File: src/rtl/sflash_pkg.sv
package sflash_pkg;
  localparam logic [7:0] OP_ARRAY_RD = 8'hC0;
  localparam logic [7:0] OP_PAGE_PRG = 8'h40;
  localparam logic [7:0] OP_STAT_RD  = 8'hA0;
  localparam logic [7:0] OP_IDENT_RD = 8'hD5;

  // address phase present on the wire
  function automatic logic op_has_addr(input logic [7:0] op);
    return (op == OP_ARRAY_RD) || (op == OP_PAGE_PRG);
  endfunction

  // post-header clocks capture MISO
  function automatic logic op_captures(input logic [7:0] op);
    return (op == OP_ARRAY_RD) || (op == OP_STAT_RD) || (op == OP_IDENT_RD);
  endfunction
endpackage

File: src/rtl/sflash_regs.sv
module sflash_regs #(
  parameter int ADDR_W    = 11,
  parameter int OUT_DEPTH = 128,
  parameter int IN_DEPTH  = 247,
  localparam int OUT_AW   = $clog2(OUT_DEPTH),
  localparam int IN_AW    = $clog2(IN_DEPTH)
) (
  input  logic              clk,
  input  logic              rst,
  input  logic              reg_we,
  input  logic [ADDR_W-1:0] reg_addr,
  input  logic [7:0]        reg_wdata,
  output logic [7:0]        reg_rdata,
  input  logic              busy,
  output logic              start,
  output logic [15:0]       cnt,
  output logic [7:0]        cmd,
  output logic [7:0]        a_hi,
  output logic [7:0]        a_mid,
  output logic [7:0]        a_lo,
  input  logic [OUT_AW-1:0] out_ridx,
  output logic [7:0]        out_q,
  input  logic              cap_we,
  input  logic [IN_AW-1:0]  cap_idx,
  input  logic [7:0]        cap_data
);
  localparam int SLOT_W = ADDR_W - 3;
  localparam logic [SLOT_W-1:0] S_CNT_HI = SLOT_W'(0);
  localparam logic [SLOT_W-1:0] S_CNT_LO = SLOT_W'(1);
  localparam logic [SLOT_W-1:0] S_CMD    = SLOT_W'(2);
  localparam logic [SLOT_W-1:0] S_A_HI   = SLOT_W'(3);
  localparam logic [SLOT_W-1:0] S_A_MID  = SLOT_W'(4);
  localparam logic [SLOT_W-1:0] S_A_LO   = SLOT_W'(5);
  localparam logic [SLOT_W-1:0] S_OUT0   = SLOT_W'(6);
  localparam logic [SLOT_W-1:0] S_IN0    = SLOT_W'(7);
  localparam logic [SLOT_W-1:0] S_TRIG   = '1;
  localparam logic [SLOT_W-1:0] OUT_LIM  = SLOT_W'(OUT_DEPTH);
  localparam logic [SLOT_W-1:0] IN_LIM   = SLOT_W'(IN_DEPTH);

  logic              aligned;
  logic [SLOT_W-1:0] slot;
  logic [SLOT_W-1:0] woff;
  logic [SLOT_W-1:0] roff;
  logic              wr_ok;
  logic              out_wr;
  logic              in_hit;
  logic [IN_AW-1:0]  in_ridx;
  logic [1:0]        rsel;
  logic [7:0]        in_q;

  logic [7:0] out_mem [OUT_DEPTH];
  logic [7:0] in_mem  [IN_DEPTH];

  assign aligned = (reg_addr[2:0] == 3'd0);
  assign slot    = reg_addr[ADDR_W-1:3];
  assign woff    = slot - S_OUT0;
  assign roff    = slot - S_IN0;
  assign wr_ok   = reg_we && aligned && !busy;
  assign out_wr  = wr_ok && (slot >= S_OUT0) && (woff < OUT_LIM);
  assign in_hit  = aligned && ((slot == S_A_MID) || ((slot >= S_IN0) && (roff < IN_LIM)));
  assign in_ridx = (slot == S_A_MID) ? '0 : roff[IN_AW-1:0];

  always_ff @(posedge clk) begin
    if (rst) begin
      cnt   <= '0;
      cmd   <= '0;
      a_hi  <= '0;
      a_mid <= '0;
      a_lo  <= '0;
      start <= 1'b0;
    end else begin
      start <= 1'b0;
      if (wr_ok) begin
        unique case (slot)
          S_CNT_HI: cnt[15:8] <= reg_wdata;
          S_CNT_LO: cnt[7:0]  <= reg_wdata;
          S_CMD:    cmd       <= reg_wdata;
          S_A_HI:   a_hi      <= reg_wdata;
          S_A_MID:  a_mid     <= reg_wdata;
          S_A_LO:   a_lo      <= reg_wdata;
          S_TRIG:   start     <= (reg_wdata == 8'hFF);
          default: ;
        endcase
      end
    end
  end

  // outgoing buffer: one write port, one registered read port
  always_ff @(posedge clk) begin
    if (out_wr) out_mem[woff[OUT_AW-1:0]] <= reg_wdata;
    out_q <= out_mem[out_ridx];
  end

  // capture buffer: engine writes, host reads
  always_ff @(posedge clk) begin
    if (cap_we) in_mem[cap_idx] <= cap_data;
    in_q <= in_mem[in_ridx];
  end

  always_ff @(posedge clk) begin
    if (rst) rsel <= 2'd0;
    else if (in_hit) rsel <= 2'd2;
    else if ((reg_addr == ADDR_W'(1)) && busy) rsel <= 2'd1;
    else rsel <= 2'd0;
  end

  assign reg_rdata = (rsel == 2'd2) ? in_q : ((rsel == 2'd1) ? 8'h01 : 8'h00);

  // configuration frozen while a transaction runs
  p_cfg_frozen_r10: assert property (@(posedge clk) disable iff (rst)
    busy |=> $stable({cnt, cmd, a_hi, a_mid, a_lo}));
  // no start pulse produced while busy
  p_no_start_busy_r9: assert property (@(posedge clk) disable iff (rst)
    busy |=> !start);
endmodule

File: src/rtl/sflash_shifter.sv
module sflash_shifter
  import sflash_pkg::*;
#(
  parameter int SCK_DIV   = 4,
  parameter int OUT_DEPTH = 128,
  parameter int IN_DEPTH  = 247,
  localparam int OUT_AW   = $clog2(OUT_DEPTH),
  localparam int IN_AW    = $clog2(IN_DEPTH)
) (
  input  logic              clk,
  input  logic              rst,
  input  logic              start,
  input  logic [15:0]       cnt,
  input  logic [7:0]        cmd,
  input  logic [7:0]        a_hi,
  input  logic [7:0]        a_mid,
  input  logic [7:0]        a_lo,
  input  logic [7:0]        out_q,
  input  logic              miso,
  output logic [OUT_AW-1:0] out_ridx,
  output logic              cap_we,
  output logic [IN_AW-1:0]  cap_idx,
  output logic [7:0]        cap_data,
  output logic              busy,
  output logic              sck,
  output logic              cs_n,
  output logic              mosi
);
  localparam int HALF  = SCK_DIV / 2;
  localparam int DIV_W = $clog2(HALF + 1);
  localparam logic [DIV_W-1:0] HALF_M1 = DIV_W'(HALF - 1);
  localparam logic [15:0] OUT_LIM = 16'(OUT_DEPTH);
  localparam logic [15:0] IN_LIM  = 16'(IN_DEPTH);

  logic [15:0]      bit_n, nxt, total_q, hdr, d_nxt, d_cur, rise_cnt;
  logic [7:0]       cmd_q, rx_sr, rx_nxt;
  logic [23:0]      addr_q;
  logic [DIV_W-1:0] div_cnt;
  logic             use_addr, rd_type, out_ok_d, out_ok_q, cap_hit, nxt_bit;

  assign use_addr = op_has_addr(cmd_q);
  assign rd_type  = op_captures(cmd_q);
  assign hdr      = use_addr ? 16'd32 : 16'd8;
  assign nxt      = bit_n + 16'd1;
  assign d_nxt    = (nxt - hdr) >> 3;
  assign d_cur    = (bit_n - hdr) >> 3;
  assign out_ridx = d_nxt[OUT_AW-1:0];
  assign out_ok_d = (nxt >= hdr) && (d_nxt < OUT_LIM);
  assign rx_nxt   = {miso, rx_sr[7:1]};
  assign cap_hit  = rd_type && (bit_n >= hdr) && (bit_n[2:0] == 3'd7) && (d_cur < IN_LIM);

  always_comb begin
    if (nxt < 16'd8) nxt_bit = cmd_q[nxt[2:0]];
    else if (use_addr && (nxt < 16'd32)) begin
      unique case (nxt[4:3])
        2'd1:    nxt_bit = addr_q[16 + int'(nxt[2:0])];
        2'd2:    nxt_bit = addr_q[8 + int'(nxt[2:0])];
        default: nxt_bit = addr_q[int'(nxt[2:0])];
      endcase
    end else if (rd_type) nxt_bit = 1'b0;
    else nxt_bit = out_ok_q & out_q[nxt[2:0]];
  end

  always_ff @(posedge clk) begin
    if (rst) begin
      busy <= 1'b0; sck <= 1'b0; cs_n <= 1'b1; mosi <= 1'b0;
      bit_n <= '0; total_q <= '0; cmd_q <= '0; addr_q <= '0;
      div_cnt <= '0; rx_sr <= '0; cap_we <= 1'b0; cap_idx <= '0;
      cap_data <= '0; out_ok_q <= 1'b0; rise_cnt <= '0;
    end else begin
      cap_we   <= 1'b0;
      out_ok_q <= out_ok_d;
      if (!busy) begin
        if (start && (cnt != 16'd0)) begin
          busy <= 1'b1; cs_n <= 1'b0; sck <= 1'b0; bit_n <= '0;
          div_cnt <= '0; total_q <= cnt; cmd_q <= cmd;
          addr_q <= {a_hi, a_mid, a_lo}; mosi <= cmd[0]; rise_cnt <= '0;
        end
      end else if (div_cnt == HALF_M1) begin
        div_cnt <= '0;
        if (!sck) begin
          sck      <= 1'b1;
          rx_sr    <= rx_nxt;
          rise_cnt <= rise_cnt + 16'd1;
          if (cap_hit) begin
            cap_we   <= 1'b1;
            cap_idx  <= d_cur[IN_AW-1:0];
            cap_data <= rx_nxt;
          end
        end else begin
          sck <= 1'b0;
          if (bit_n == total_q - 16'd1) begin
            busy <= 1'b0; cs_n <= 1'b1; mosi <= 1'b0;
          end else begin
            bit_n <= nxt;
            mosi  <= nxt_bit;
          end
        end
      end else begin
        div_cnt <= div_cnt + 1'b1;
      end
    end
  end

  // exactly the programmed number of rising edges per transaction
  p_cs_len_r3: assert property (@(posedge clk) disable iff (rst)
    $fell(busy) |-> (rise_cnt == total_q));
  // MOSI holds across a rising SCK edge
  p_mosi_hold_r3: assert property (@(posedge clk) disable iff (rst)
    $rose(sck) |-> $stable(mosi));
  // serial lines idle when not busy
  p_idle_lines_r12: assert property (@(posedge clk) disable iff (rst)
    !busy |-> (cs_n && !sck));
  // a start during a transaction leaves it untouched
  p_retrig_r9: assert property (@(posedge clk) disable iff (rst)
    (busy && start) |=> ($stable(total_q) && $stable(cmd_q)));
  // zero count never starts
  p_zero_cnt_r11: assert property (@(posedge clk) disable iff (rst)
    (!busy && start && (cnt == 16'd0)) |=> !busy);
endmodule

File: src/rtl/sflash_cmd_engine.sv
module sflash_cmd_engine #(
  parameter int ADDR_W    = 11,
  parameter int SCK_DIV   = 4,
  parameter int OUT_DEPTH = 128,
  parameter int IN_DEPTH  = 247
) (
  input  logic              clk,
  input  logic              rst,
  input  logic              reg_we,
  input  logic [ADDR_W-1:0] reg_addr,
  input  logic [7:0]        reg_wdata,
  output logic [7:0]        reg_rdata,
  output logic              sck,
  output logic              cs_n,
  output logic              mosi,
  input  logic              miso
);
  localparam int OUT_AW = $clog2(OUT_DEPTH);
  localparam int IN_AW  = $clog2(IN_DEPTH);

  logic              busy, start, cap_we;
  logic [15:0]       cnt;
  logic [7:0]        cmd, a_hi, a_mid, a_lo, out_q, cap_data;
  logic [OUT_AW-1:0] out_ridx;
  logic [IN_AW-1:0]  cap_idx;

  sflash_regs #(.ADDR_W(ADDR_W), .OUT_DEPTH(OUT_DEPTH), .IN_DEPTH(IN_DEPTH)) u_regs (
    .clk(clk), .rst(rst), .reg_we(reg_we), .reg_addr(reg_addr),
    .reg_wdata(reg_wdata), .reg_rdata(reg_rdata), .busy(busy), .start(start),
    .cnt(cnt), .cmd(cmd), .a_hi(a_hi), .a_mid(a_mid), .a_lo(a_lo),
    .out_ridx(out_ridx), .out_q(out_q), .cap_we(cap_we), .cap_idx(cap_idx),
    .cap_data(cap_data)
  );

  sflash_shifter #(.SCK_DIV(SCK_DIV), .OUT_DEPTH(OUT_DEPTH), .IN_DEPTH(IN_DEPTH)) u_shift (
    .clk(clk), .rst(rst), .start(start), .cnt(cnt), .cmd(cmd), .a_hi(a_hi),
    .a_mid(a_mid), .a_lo(a_lo), .out_q(out_q), .miso(miso), .out_ridx(out_ridx),
    .cap_we(cap_we), .cap_idx(cap_idx), .cap_data(cap_data), .busy(busy),
    .sck(sck), .cs_n(cs_n), .mosi(mosi)
  );
endmodule

File: config.mk
export PLATFORM = sky130hd
export DESIGN_NAME = sflash_cmd_engine
export DESIGN_NICKNAME = d
export VERILOG_FILES = /design/src/rtl/sflash_pkg.sv /design/src/rtl/sflash_regs.sv /design/src/rtl/sflash_shifter.sv /design/src/rtl/sflash_cmd_engine.sv
export SDC_FILE = /design/constraint.sdc
export NUM_CORES = 2
export LEC_CHECK = 0
export ABC_AREA = 0
export BUFFER_PORTS_ARGS = -buffer_cell sky130_fd_sc_hd__buf_2
export CAP_MARGIN = 20
export CORE_MARGIN = 2
export CORE_UTILIZATION = 68
export DETAILED_ROUTE_END_ITERATION = 8
export PLACE_DENSITY = 0.87
export SLEW_MARGIN = 10
export SYNTH_ARGS = -nofsm -noshare
export SYNTH_HDL_FRONTEND = slang
export SYNTH_HIERARCHICAL = 1
export SYNTH_SLANG_ARGS = --single-unit
File: constraint.sdc
create_clock -name clk -period 15.7 [get_ports clk]
set_input_delay 4.71 -clock clk [delete_from_list [all_inputs] [get_ports clk]]
set_output_delay 4.71 -clock clk [all_outputs]
set_load 0.005 [all_outputs]
* Yosys cells after proc, flatten, opt, wreduce, memory -nomap -nowiden
Memories as Yosys holds them, arrays and structs flattened. A register that Yosys moved wholly into a read port is not among the register bits.
Cells that the tools add are included.
** Operators by class
- $lt $le $gt $ge :: 14
- Mux-type cells :: 53
- Equal/unequal tests :: 23
- Reduce and logical (&&, ||, !) cells :: 38
- Add/subtract/negate cells :: 9
- Bitwise gates (word level) :: 6
** Operators with widths (count)
- 2-to-1 mux 16 bit :: 5
- less-than comparator 32 x 7 -> 1 bit, second input constant :: 2
- equality test 8 bit, second input constant :: 5
- 2-to-1 mux 1 bit :: 35
- greater-or-equal comparator 16 bit :: 2
- subtractor 16 bit :: 2
- less-than comparator 13 x 8 -> 1 bit, second input constant :: 2
- adder 16 x 1 -> 16 bit, second input constant :: 1
- equality test 16 bit :: 1
- equality test 8 x 2 -> 1 bit, second input constant :: 2
- equality test 8 x 3 -> 1 bit, second input constant :: 2
- greater-or-equal comparator 8 x 3 -> 1 bit, second input constant :: 2
- less-than comparator 16 x 4 -> 1 bit, second input constant :: 1
- less-than comparator 16 x 6 -> 1 bit, second input constant :: 1
- less-than comparator 8 bit, second input constant :: 2
- 2-to-1 mux 8 bit :: 2
- AND reduction 2 bit :: 8
- nonzero test 16 bit :: 1
- subtractor 16 x 1 -> 16 bit, second input constant :: 1
- subtractor 8 x 3 -> 8 bit, second input constant :: 2
- logical AND 1 bit :: 13
- AND reduction 4 bit :: 3
- equality test 11 x 1 -> 1 bit, second input constant :: 1
- binary-select mux 1 bit (select 5 bit) :: 2
- 26 further kinds :: 45
** Storage, ports and cells
- Memories :: 2
- Output and inout port bits :: 11
- Bits in registers :: 147
- Input port bits :: 23
- Bits in writable memories :: 3000
- Word-level logic and storage cells :: 168
** Memories
- u_regs.in_mem :: words 247, width 8, read ports 1, clocked after memory_dff 1, wr ports 1, line sflash_regs.sv:52 : logic [7:0] in_mem [IN_DEPTH];
- u_regs.out_mem :: words 128, width 8, read ports 1, clocked after memory_dff 1, wr ports 1, line sflash_regs.sv:51 : logic [7:0] out_mem [OUT_DEPTH];

* Logic depth before layout (Yosys ltp)
- Depth after elaboration :: 12
- Depth in mapped cells :: 19
- Gate-level depth less buffers :: 12

* Cells and area by module
The synthesis kept the hierarchy.
** By module, submodules not included
- sflash_regs :: cells each 5819, area an instance 120036.4 um^2, seq. area each 91427.7 um^2, times used 1
- sflash_shifter :: cells each 720, area an instance 5581.6 um^2, seq. area each 1901.8 um^2, times used 1

* Worst setup path after synthesis
OpenSTA, ideal clock, no wires.
- Kind :: input to register
- Start point :: in reg_addr[3]
- End point :: reg u_regs.in_q[1] (read register of u_regs.in_mem)
- Setup time :: 0.128 ns
- Setup slack :: 7.355 ns
- Stages on the path :: 17
- Required time :: 15.572 ns
- Path buffers :: 8
- Arrival :: 8.217 ns
- Cells stage by stage :: inv_1 clkbuf_8 clkbuf_1 ha_1 or4b_4 buf_6 o21ai_4 buf_12 buf_6 buf_6 buf_6 buf_4 mux4_2 o22ai_1 nor2_1 a22oi_1 o211ai_2
** Between the ends
- Word-level cells in the longest chain between the ends :: 2
- Elaborated cells between the ends (all ways) :: 3
- Classes of those cells :: add/sub: 1; eq/ne: 1; mux: 1
** RTL lines
- from (decl) :: line sflash_cmd_engine.sv:10 : input logic [ADDR_W-1:0] reg_addr,
- subtractor 8 x 3 -> 8 bit / equality test 8 x 3 -> 1 bit (equally long branches) :: line sflash_regs.sv:57, sflash_regs.sv:61
- 2-to-1 mux 8 bit * :: line sflash_regs.sv:61 : assign in_ridx = (slot == S_A_MID) ? '0 : roff[IN_AW-1:0];
- to (decl) :: line sflash_regs.sv:49 : logic [7:0] in_q;
Mark *: on every way between the ends. The rest lies on a longest branch, timed or not.
A chain may end at the register's enable or synchronous reset.

* Worst setup path in the final report
- Start point :: in reg_addr[3]
- End point :: reg u_regs.in_q[4] (read register of u_regs.in_mem)
The elaborated chain is that of the path after synthesis.

==> flow_summary.ini <==
[detailed_routing]
via_per_inst = 8.13
drtIter0Drc = 16300
wire_per_inst_um = 42.2
vias = 75800
detail-route-antenna-nets = 0
wl_um = 394000
drc = 0
first_pass_iters = 9

[worst_setup_path]
rr_startpoint = u_shift/bit_n[0]
critPathCaptureType = flop
start_kind = input pin
worstSetupPathType = in2reg
worstPathMaxFanout = 70
crit_start = reg_addr[3]
cp_data_arrival_time_ns = 10.88
crit_required_ns = 16.62

[grt]
use_met2_pct = 63.0
antenna_found_initial = 36
grt_pass1_wl_um = 539000
grt_use_total_pct = 40.9
met3_usage_pct = 12.9
grt_start_max_net_pins = 200
grt_pass1_vias = 73100
gr-total-overflow = 0
grt.met1_usage_pct = 48.9
busiest_layer = met2

[final_layout]
area_growth_pct = 9.71
fin_nets = 6651
layout_commonest_cell = edfxtp_1
layout-drive-gt1-share_pct = 20.0
final_util_pct = 75.2
mostFrequentLayoutCells = 3000 x edfxtp_1, 692 x mux4_2, 574 x nor2_1

[cts]
ctsLongestPathBuffers = 4
clk_latency_ns = 1.01
path_clk_slew_ns = 0.06
cts_hold_buf = 0
cts_tree = done
cts_setup_buffers = 0
cts_root_buf = clkbuf_16
cts_num_sinks = 3162
ctsResizeCount = 0
h-tree-depth = 5
cts_buffers = 312

[logic_synthesis]
ys_seq_area_share_pct = 74.3
synthCells = 6539
syn-num-nets = 6579
synth_warnings = 6
ys_seq_elements = 3162
synth_mux_area_share_pct = 15.0
synth_compound_area_share_pct = 3.51
dominantRegCellSynth = edfxtp_1
synth_adder_area_share_pct = 0.169
syn-mean-instance-area_um2 = 19.2
synthSimpleGateAreaFrac_pct = 4.83
synth_area_leaders = edfxtp_1 72%, mux4_2 12%, dfxtp_1 2.6%, nor2_1 1.7%, mux4_1 1.4%
synth_cell_types = 83
synthXorXnorAreaFrac_pct = 0.346
syn-cell-area_um2 = 126000
synth_top_area_share_pct = 71.7
synth_top_area_cell = edfxtp_1
synth-edff-count = 3000
synth_top_family_by_area = multiplexers
async_flop_share_pct = 0

[floorplanning]
row_count = 157
die_h_um = 434
start_util_pct = 68.5
die_w_um = 434
io_pins = 34
core_area_um2 = 183000
die_area_um2 = 188000

[sta]
max_freq_mhz = 100
fin_crit_sh_pct = 63.5
setup_tns_ns = 0
setup_viol = 0
period_minus_slack_ns = 9.97
max_slew_margin_pct = 7.53
tightestPinTransition_ns = 1.38
grt_setup_unrepaired = false
finalHoldViolations = 0
finalClockSkew_ns = 0.0710
slew_violations = 0

[placement]
place.gp.congestion = 0.886
hpwl_um = 191000
port_buffers = 33

[pwr]
power_leakage_nw = 44.2
power_density_nw_per_um2 = 127
ir_drop_mv = 0.145

[status]
outcome = finished, final reports clean

[job]
maxCapViolations = 0

[hold_path]
hp-class = reg2reg
hp-start = u_shift/addr_q[18]
-- path summary, 6_finish.rpt --
kind | endpoint | slack [ns] | cells past startpoint
hold / removal | u_shift/addr_q[18] | 0.46 | 2
setup reg to reg | u_regs/out_q[5] | 9.05 | 10
setup / recovery | u_regs/in_q[4] | 5.73 | 13
hold reg to reg | u_shift/addr_q[18] | 0.46 | 2
-- metrics by stage --
stage | power, mW | cell area (µm²) | cells | hold slack (ns) | worst slack, ns
final | 17.5 | 138000 | 9331 | 0.463 | 5.73
after CTS | 17.3 | 137000 | 9285 | 0.460 | 6.13
after floorplan | 9.76 | 126000 | 6539 | 0.431 | 7.36
after global placement | 9.99 | 128000 | 8747 | 0.436 | 5.33
after detailed placement | 10.0 | 128000 | 8747 | 0.446 | 5.27
after global routing | 17.7 | 138000 | 9306 | 0.480 | 5.86
-- cells in the mapped netlist (all sizes together), types with 24 or more instances --
cell       n
nand2    315
a211oi    69
nand4     29
nor2b     65
o31ai     40
edfxtp  3000
mux4     761
nor3      61
xnor2     31
clkbuf   252
nor2     580
a21oi    152
nor4      33
dfxtp    162
mux2i    117
nand3     85
and3      37
mux2      27
o22ai     85
buf      147
a221oi    25
a31oi     56
inv       24
o21ai     63
-- worst max-delay path, stage by stage --
cell and delay, ns:
buf_2 0.17, buf_4 0.55, inv_1 0.25, ha_4 0.61
buf_4 0.52, clkinv_1 0.12, buf_4 0.68, a221oi_1 0.25
o31ai_1 1.05, nand4_1 0.37, a211oi_1 0.64, o221ai_1 0.47
o211ai_2 0.31
-- sequential cells by signal, indices dropped and copies added, names as in the netlist, 7 cells and up --
signal	count
u_regs/in_mem	1976
u_regs/out_mem	1024
u_shift/addr_q	24
u_regs/cnt	16
u_shift/bit_n	16
u_shift/total_q	16
u_regs/a_hi	8
u_regs/a_lo	8
u_regs/a_mid	8
u_regs/cmd	8
u_regs/in_q	8
u_regs/out_q	8
u_shift/cap_data	8
u_shift/cap_idx	8
u_shift/cmd_q	8
u_shift/rx_sr	7
-- per-layer routing --
metal	share of wire (%)	wire (µm)	up-vias
li1	-	-	26900
met1	29	113000	36900
met2	46	182000	9367
met3	15	58400	2691
met4	10	40600	30
met5	0.056	220	-
-- layout make-up --
class	count	area (µm²)
Clock buffer	391	8310
Timing Repair Buffer	157	1280
Multi-Input combinational cell	2954	30200
Clock inverter	147	1390
Fill cell	8514	45500
Antenna cell	32	80.1
Tap cell	2464	3080
Sequential cell	3162	93400
Inverter	24	105
-- cell families after synthesis --
group / count (synthesis)
flops: 3162
simple gates: 1335
buf+inv: 423
fa+ha+maj: 17
xor+xnor: 48
compound gates: 649
mux: 905
-- power by group --
group	total [mW]	leakage [nW]	internal (mW)	switching [mW]
Combinational	0.808	10.7	0.245	0.563
Clock	7.51	4.73	4.18	3.33
Sequential	9.14	28.8	9.13	0.00781
No activity file was read; power rests on OpenSTA's default activity.
